File: config.mk
export PLATFORM = sky130hd
export DESIGN_NAME = dskc_phase_seq
export DESIGN_NICKNAME = d
export VERILOG_FILES = /design/src/rtl/dskc_pkg.sv /design/src/rtl/dskc_rst_sync.sv /design/src/rtl/dskc_op_decode.sv /design/src/rtl/dskc_drv_busy.sv /design/src/rtl/dskc_phase_fsm.sv /design/src/rtl/dskc_phase_seq.sv
export SDC_FILE = /design/constraint.sdc
export NUM_CORES = 1
export LEC_CHECK = 0
export ABC_AREA = 1
export BUFFER_PORTS_ARGS = -buffer_cell sky130_fd_sc_hd__buf_2
export CAP_MARGIN = 20
export CORE_MARGIN = 2
export CORE_UTILIZATION = 44
export CTS_BUF_LIST = sky130_fd_sc_hd__clkbuf_8 sky130_fd_sc_hd__clkbuf_16
export CTS_CLUSTER_SIZE = 20
export DETAILED_ROUTE_END_ITERATION = 8
export PLACE_DENSITY = 0.64
export SYNTH_ARGS = -nofsm -noshare
export SYNTH_HDL_FRONTEND = slang
export SYNTH_SLANG_ARGS = --single-unit
export TNS_END_PERCENT = 50
File: constraint.sdc
create_clock -name clk -period 3.6 [get_ports clk]
set_clock_uncertainty 0.2 [all_clocks]
set_input_delay 0.54 -clock clk [delete_from_list [all_inputs] [get_ports clk]]
set_output_delay 0.54 -clock clk [all_outputs]
set_load 0.005 [all_outputs]
File: src/rtl/dskc_pkg.sv
package dskc_pkg;

  typedef enum logic [1:0] {
    PH_CMD  = 2'd0,
    PH_EXEC = 2'd1,
    PH_RES  = 2'd2
  } phase_e;

  // Per-opcode shape of a command
  typedef struct packed {
    logic       known;
    logic [3:0] cmd_len;
    logic       has_exec;
    logic       exec_to_host;
    logic [2:0] res_len;
    logic       starts_seek;
    logic       sets_mode;
  } op_info_t;

  localparam logic [7:0] BAD_OP_CODE = 8'h80;

endpackage

File: src/rtl/dskc_rst_sync.sv
module dskc_rst_sync (
  input  logic clk,
  input  logic rst_n,
  output logic rst_n_sync
);
  logic meta_q;
  logic sync_q;

  always_ff @(posedge clk or negedge rst_n) begin
    if (!rst_n) begin
      meta_q <= 1'b0;
      sync_q <= 1'b0;
    end else begin
      meta_q <= 1'b1;
      sync_q <= meta_q;
    end
  end

  assign rst_n_sync = sync_q;
endmodule

File: src/rtl/dskc_op_decode.sv
module dskc_op_decode
  import dskc_pkg::*;
(
  input  logic [7:0] op_byte,
  output op_info_t   info
);
  always_comb begin
    info = '0;
    info.known = 1'b1;
    unique case (op_byte[4:0])
      5'h03: begin info.cmd_len = 4'd3; info.sets_mode = 1'b1; end
      5'h07: begin info.cmd_len = 4'd2; info.starts_seek = 1'b1; end
      5'h0F: begin info.cmd_len = 4'd3; info.starts_seek = 1'b1; end
      5'h04: begin info.cmd_len = 4'd2; info.res_len = 3'd1; end
      5'h08: begin info.cmd_len = 4'd1; info.res_len = 3'd2; end
      5'h06: begin
        info.cmd_len = 4'd9; info.has_exec = 1'b1;
        info.exec_to_host = 1'b1; info.res_len = 3'd7;
      end
      5'h05: begin
        info.cmd_len = 4'd9; info.has_exec = 1'b1;
        info.exec_to_host = 1'b0; info.res_len = 3'd7;
      end
      default: begin
        info.known   = 1'b0;
        info.cmd_len = 4'd1;
        info.res_len = 3'd1;
      end
    endcase
  end
endmodule

File: src/rtl/dskc_drv_busy.sv
module dskc_drv_busy #(
  parameter int NUM_DRV = 2,
  localparam int DRV_W = (NUM_DRV > 1) ? $clog2(NUM_DRV) : 1
) (
  input  logic               clk,
  input  logic               rst_n,
  input  logic               seek_go,
  input  logic [DRV_W-1:0]   seek_drv,
  input  logic [NUM_DRV-1:0] seek_done,
  output logic [NUM_DRV-1:0] drv_busy
);
  for (genvar d = 0; d < NUM_DRV; d++) begin : g_drv
    logic set_d;
    logic busy_q;
    logic busy_d;
    logic en;

    assign set_d = seek_go && (seek_drv == DRV_W'(d));
    assign en    = set_d || seek_done[d];

    always_comb begin
      busy_d = busy_q;
      if (set_d)             busy_d = 1'b1;
      else if (seek_done[d]) busy_d = 1'b0;
    end

    always_ff @(posedge clk or negedge rst_n) begin
      if (!rst_n)  busy_q <= 1'b0;
      else if (en) busy_q <= busy_d;
    end

    assign drv_busy[d] = busy_q;
  end
endmodule

File: src/rtl/dskc_phase_fsm.sv
module dskc_phase_fsm
  import dskc_pkg::*;
#(
  parameter int NUM_DRV  = 2,
  parameter int EXEC_LEN = 4,
  localparam int DRV_W   = (NUM_DRV > 1) ? $clog2(NUM_DRV) : 1,
  localparam int MAX_CNT = (EXEC_LEN > 9) ? EXEC_LEN : 9,
  localparam int IDX_W   = $clog2(MAX_CNT + 1)
) (
  input  logic             clk,
  input  logic             rst_n,
  input  logic             wr_acc,
  input  logic             rd_acc,
  input  logic [7:0]       wdata,
  input  op_info_t         dec,
  input  logic             exec_done,
  input  logic [7:0]       media_rdata,
  output logic [7:0]       rdata,
  output logic             rqm,
  output logic             dio,
  output logic             nondma,
  output logic             busy,
  output logic             seek_go,
  output logic [DRV_W-1:0] seek_drv
);
  phase_e             phase_q, phase_d;
  logic [IDX_W-1:0]   idx_q, idx_d;
  op_info_t           info_q, info_d;
  logic [7:0]         op_q, op_d;
  logic [DRV_W-1:0]   drv_q, drv_d;
  logic               mode_q, mode_d;
  logic               gap_q, gap_d;
  logic               upd;
  op_info_t           cur;
  logic [IDX_W-1:0]   idx_inc;

  assign cur     = (idx_q == '0) ? dec : info_q;
  assign idx_inc = idx_q + 1'b1;
  assign upd     = wr_acc || rd_acc || exec_done;
  assign gap_d   = wr_acc || rd_acc;

  always_comb begin
    phase_d  = phase_q;
    idx_d    = idx_q;
    info_d   = info_q;
    op_d     = op_q;
    drv_d    = drv_q;
    mode_d   = mode_q;
    seek_go  = 1'b0;
    seek_drv = drv_q;
    unique case (phase_q)
      PH_CMD: if (wr_acc) begin
        if (idx_q == '0) begin
          info_d = dec;
          op_d   = wdata;
          drv_d  = '0;
        end
        if (idx_q == IDX_W'(1)) drv_d = wdata[DRV_W-1:0];
        if (idx_inc == IDX_W'(cur.cmd_len)) begin
          idx_d = '0;
          if (cur.sets_mode) mode_d = wdata[0];
          if (cur.starts_seek) begin
            seek_go  = 1'b1;
            seek_drv = (idx_q == IDX_W'(1)) ? wdata[DRV_W-1:0] : drv_q;
          end
          if (cur.has_exec)              phase_d = PH_EXEC;
          else if (cur.res_len != 3'd0)  phase_d = PH_RES;
        end else begin
          idx_d = idx_inc;
        end
      end
      PH_EXEC: begin
        if (mode_q) begin
          if (wr_acc || rd_acc) begin
            if (idx_inc == IDX_W'(EXEC_LEN)) begin
              idx_d   = '0;
              phase_d = PH_RES;
            end else begin
              idx_d = idx_inc;
            end
          end
        end else if (exec_done) begin
          idx_d   = '0;
          phase_d = PH_RES;
        end
      end
      PH_RES: if (rd_acc) begin
        if (idx_inc == IDX_W'(info_q.res_len)) begin
          idx_d   = '0;
          phase_d = PH_CMD;
        end else begin
          idx_d = idx_inc;
        end
      end
      default: begin
        phase_d = PH_CMD;
        idx_d   = '0;
      end
    endcase
  end

  always_ff @(posedge clk or negedge rst_n) begin
    if (!rst_n) begin
      gap_q <= 1'b0;
    end else begin
      gap_q <= gap_d;
    end
  end

  always_ff @(posedge clk or negedge rst_n) begin
    if (!rst_n) begin
      phase_q <= PH_CMD;
      idx_q   <= '0;
      info_q  <= '0;
      op_q    <= '0;
      drv_q   <= '0;
      mode_q  <= 1'b0;
    end else if (upd) begin
      phase_q <= phase_d;
      idx_q   <= idx_d;
      info_q  <= info_d;
      op_q    <= op_d;
      drv_q   <= drv_d;
      mode_q  <= mode_d;
    end
  end

  assign busy   = (phase_q != PH_CMD) || (idx_q != '0);
  assign rqm    = !gap_q && ((phase_q != PH_EXEC) || mode_q);
  assign dio    = (phase_q == PH_RES) || ((phase_q == PH_EXEC) && info_q.exec_to_host);
  assign nondma = (phase_q == PH_EXEC) && mode_q;

  always_comb begin
    unique case (phase_q)
      PH_RES: begin
        if (idx_q == '0)
          rdata = info_q.known ? {{(8-DRV_W){1'b0}}, drv_q} : BAD_OP_CODE;
        else
          rdata = op_q + 8'(idx_q);
      end
      PH_EXEC: rdata = media_rdata;
      default: rdata = 8'h00;
    endcase
  end
endmodule

File: src/rtl/dskc_phase_seq.sv
module dskc_phase_seq
  import dskc_pkg::*;
#(
  parameter int NUM_DRV  = 2,
  parameter int EXEC_LEN = 4,
  localparam int DRV_W   = (NUM_DRV > 1) ? $clog2(NUM_DRV) : 1
) (
  input  logic               clk,
  input  logic               rst_n,
  input  logic               host_wr,
  input  logic               host_rd,
  input  logic [7:0]         host_wdata,
  output logic [7:0]         host_rdata,
  output logic [7:0]         status,
  input  logic [7:0]         media_rdata,
  input  logic               exec_done,
  input  logic [NUM_DRV-1:0] seek_done
);
  logic               rst_n_s;
  op_info_t           dec;
  logic               rqm, dio, nondma, busy;
  logic               wr_acc, rd_acc;
  logic               seek_go;
  logic [DRV_W-1:0]   seek_drv;
  logic [NUM_DRV-1:0] drv_busy;
  logic [1:0]         drv_bits;

  dskc_rst_sync u_rst (
    .clk        (clk),
    .rst_n      (rst_n),
    .rst_n_sync (rst_n_s)
  );

  dskc_op_decode u_dec (
    .op_byte (host_wdata),
    .info    (dec)
  );

  assign wr_acc = host_wr && rqm && !dio;
  assign rd_acc = host_rd && rqm && dio;

  dskc_phase_fsm #(
    .NUM_DRV  (NUM_DRV),
    .EXEC_LEN (EXEC_LEN)
  ) u_fsm (
    .clk         (clk),
    .rst_n       (rst_n_s),
    .wr_acc      (wr_acc),
    .rd_acc      (rd_acc),
    .wdata       (host_wdata),
    .dec         (dec),
    .exec_done   (exec_done),
    .media_rdata (media_rdata),
    .rdata       (host_rdata),
    .rqm         (rqm),
    .dio         (dio),
    .nondma      (nondma),
    .busy        (busy),
    .seek_go     (seek_go),
    .seek_drv    (seek_drv)
  );

  dskc_drv_busy #(
    .NUM_DRV (NUM_DRV)
  ) u_drv (
    .clk       (clk),
    .rst_n     (rst_n_s),
    .seek_go   (seek_go),
    .seek_drv  (seek_drv),
    .seek_done (seek_done),
    .drv_busy  (drv_busy)
  );

  assign drv_bits = 2'(drv_busy);
  assign status   = {rqm, dio, nondma, busy, 2'b00, drv_bits};
endmodule

==> flow_summary_export.csv <==
group,metric,value,unit
status,status,"complete, no violations",
layout,utilization,51.77,%
layout,final_nets,403,
critical_path,timing.rr.start,"u_fsm.phase_q[1]$_DFFE_PN0P_",
power,p_total,2288,µW
clock_tree,cts_resized,0,
floorplanning,coreArea,5172,µm²
synth,synth_top_cell_by_area,"dfrtp_1",
clock_tree,cts_tree,"yes",
placed_design,dpl_cell_area,2594,µm²
critical_path,critPathSlowestCell,"dfrtp_1",
global_routing,antenna_found_initial,0,
synth,ys_seq_area_share,34.38,%
synth,yosys.area_share.simple,35.31,%
synth,synth_ff_type,"dfrtp_1",
layout,finish.instance_area,2678,µm²
clock_tree,cts.sinks,33,
clock_tree,clockBufferDepth,2,
timing,finalSetupViolations,0,
clock_tree,h-tree-depth,2,
synth,synth.area.top_cells,"dfrtp_1 (34%), nand2_1 (14%), inv_1 (6.4%)",
floorplanning,top_level_ports,39,
floorplanning,rows,26,
timing,rsz0062_at_grt,"no",
global_routing,grtUsageTotal,19.64,%
power,p_per_area,854.7,nW/µm²
drt,viasPerCell,4.936,
clock_tree,clk_pin_slew,70,ps
timing,fin_crit,3227,ps
timing,finalHoldViolations,0,
timing,fmax,309.9,MHz
timing,fin_ws,373.0,ps
synth,synth_fa_ha_area_share,7.083,%
floorplanning,start_util,46.44,%
drt,detail_route.iter0.violations,105,
global_routing,overflow,0,
synth,synth.area.mux_share,0,%
critical_path,cp_cell_sequence,"ha_1 -> fa_1 -> a21oi_1 -> nor2_1 -> o21ai_0 -> nor2_1 -> a21oi_1 -> o21ai_0 -> a21oi_1 -> buf_2",
global_routing,grt_max_degree,32,
placed_design,gp_congestion,0.7888,
critical_path,crit_path_start_kind,"flip-flop",
synth,synth_area,2402,µm²
clock_tree,clock_latency,290,ps
drt,ant_nets,0,
drt,drt-pass1-iter-count,4,
clock_tree,cts_buffers,5,
synth,synth-seq-cells,33,
critical_path,cp-end-kind,"primary output",
critical_path,crit_fanout,11,
critical_path,cp.required,2860,ps
worst_hold_path,hp-class,"flip-flop to async pin",
synth,synth_common_cells,"nand2_1 (91), inv_1 (41), dfrtp_1 (33)",
layout,regArea,825.8,µm²
layout,insertedDiodeCount,0,
floorplanning,die_h,77.89,µm
power,vdd_drop_max,0.0003194,V
floorplanning,dieArea,6067,µm²
drt,wirelength,5488,µm
critical_path,r2r_cells,14,
clock_tree,cts_hold_buf,1,
flow_run,maxCapViolations,0,
critical_path,crit_arrival,2490,ps
synth,synth-warning-count,0,
global_routing,grt_pass1_wl,9397,µm
placed_design,hpwl,4303,µm
placed_design,dp_slack,658.2,ps
clock_tree,clock-root-buffer,"clkbuf_8",
synth,async_reset_ff_share,100.0,%
synth,ys_types,34,
critical_path,r2r_setup_slack,1140,ps
synth,synth.avg_cell_area,7.236,µm²
floorplanning,dieWidth,77.89,µm
drt,post-route-drc-count,0,
synth,synth-edff-count,0,
critical_path,crit_top_cell,"a21oi_1",
layout,drive_above_1_share,19.67,%
placed_design,io_buffers,36,
global_routing,grt_pass1_vias,2009,
synth,synth_top_family_by_area,"simple AND/OR/NAND/NOR gates",
layout,area_growth,11.46,%
critical_path,crit_path_max_incr_delay,510,ps
critical_path,reg2reg_to,"u_drv.g_drv[0].busy_q$_DFFE_PN0P_",
synth,synth.most_common_cell,"nand2_1",
timing,period_share,89.64,%
timing,finalMaxSlewViolations,0,
power,power.static_leakage,0.001434,µW
drt,avgRoutedWirePerCell,12.59,µm
critical_path,path_class,"flip-flop to primary output",
drt,vias,2152,
timing,finalSetupTns,0,ps
layout,multi_input_area,1314,µm²
clock_tree,post_cts_buffers,0,
synth,synth_compound_area_share,11.46,%
layout,fill_cells,513,
synth,netlist_instances,332,
synth,synth_xor_area_share,0.3646,%
synth,synth.top_cell.area_share,34.38,%
where the power goes:
group          switching, µW  leakage, µW  total (µW)  internal, µW
logic                    900     0.000974        1370           468
registers                142     0.000421         655           513
clock network            139    0.0000399         266           127
total                   1180      0.00143        2290          1110
cell type report:
class / instances / share of cell area [%]
clock buffers: 5 / 2.570
clock inverters: 1 / 0.1869
inverters: 47 / 6.682
multi-input cells: 242 / 49.07
flip-flops and latches: 33 / 30.84
well taps: 70 / 3.271
repair buffers: 38 / 7.383
registers in the layout, indices dropped and copies added, names as in the netlist:
signal              flops
u_fsm.mode_q            1
u_rst.rst_n_sync        1
u_fsm.phase_q           2
u_drv.g_drv.busy_q      2
u_rst.meta_q            1
u_fsm.gap_q             1
u_fsm.info_q           12
u_fsm.drv_q             1
u_fsm.op_q              8
u_fsm.idx_q             4
critical path, delay by kind of cell, from the launching register on:
kind | cells | cell delay, ps
AO/OA/AOI/OAI | 5 | 700
flip-flops | 1 | 510
adder cells (fa/ha/maj) | 2 | 740
buffers and inverters | 1 | 120
AND/OR/NAND/NOR | 2 | 140
worst max-delay path by stage:
| stage | slack [ps] | start | cells past startpoint | to |
|---|---|---|---|---|
| finish | 370 | u_fsm.idx_q[0]$_DFFE_PN0P_ | 10 | host_rdata[6] |
| global placement | 740 | u_fsm.idx_q[0]$_DFFE_PN0P_ | 10 | host_rdata[6] |
| global route | 90 | u_fsm.idx_q[0]$_DFFE_PN0P_ | 10 | host_rdata[6] |
| floorplan | 930 | u_fsm.idx_q[0]$_DFFE_PN0P_ | 9 | host_rdata[6] |
| CTS | 340 | u_fsm.idx_q[0]$_DFFE_PN0P_ | 10 | host_rdata[6] |
| detailed placement | 660 | u_fsm.idx_q[0]$_DFFE_PN0P_ | 10 | host_rdata[6] |
layout by cell type (no fill, tap or decap), drive strengths merged, types with 3 or more instances in the layout:
| master | netlist | layout |
|---|---|---|
| nand2 | 101 | 101 |
| inv | 47 | 47 |
| buf | 11 | 37 |
| nor2 | 34 | 34 |
| dfrtp | 33 | 33 |
| nand3 | 28 | 28 |
| a21oi | 20 | 20 |
| o21ai | 19 | 19 |
| ha | 12 | 12 |
| nand4 | 7 | 7 |
| clkbuf | 0 | 5 |
| a31oi | 3 | 3 |
| conb | 2 | 3 |
| or2 | 3 | 3 |
per-layer routing:
metal	vias to the layer above	track usage, %	routed length (µm)
met5	-	0	0
met4	0	5.789	75
met3	7	3.721	223
met2	48	30.09	2311
met1	973	28.17	2877
li1	1124	-	-
stage by stage:
stage | hold slack, ps | instances
after CTS | 86.57 | 436
after global placement | 75.44 | 429
after global routing | 135.6 | 436
final | 60.71 | 436
after detailed placement | 81.03 | 429
after floorplan | 44.41 | 333
logic make-up (layout without fill, tap and decap cells):
family | count (synthesis) | after routing
AO/OA/AOI/OAI | 50 | 50
XOR/XNOR | 1 | 1
adder cells (fa/ha/maj) | 13 | 13
buffers and inverters | 58 | 91
flip-flops | 33 | 33
other | 2 | 3
AND/OR/NAND/NOR | 175 | 175
(Power assumes the default switching activity.)
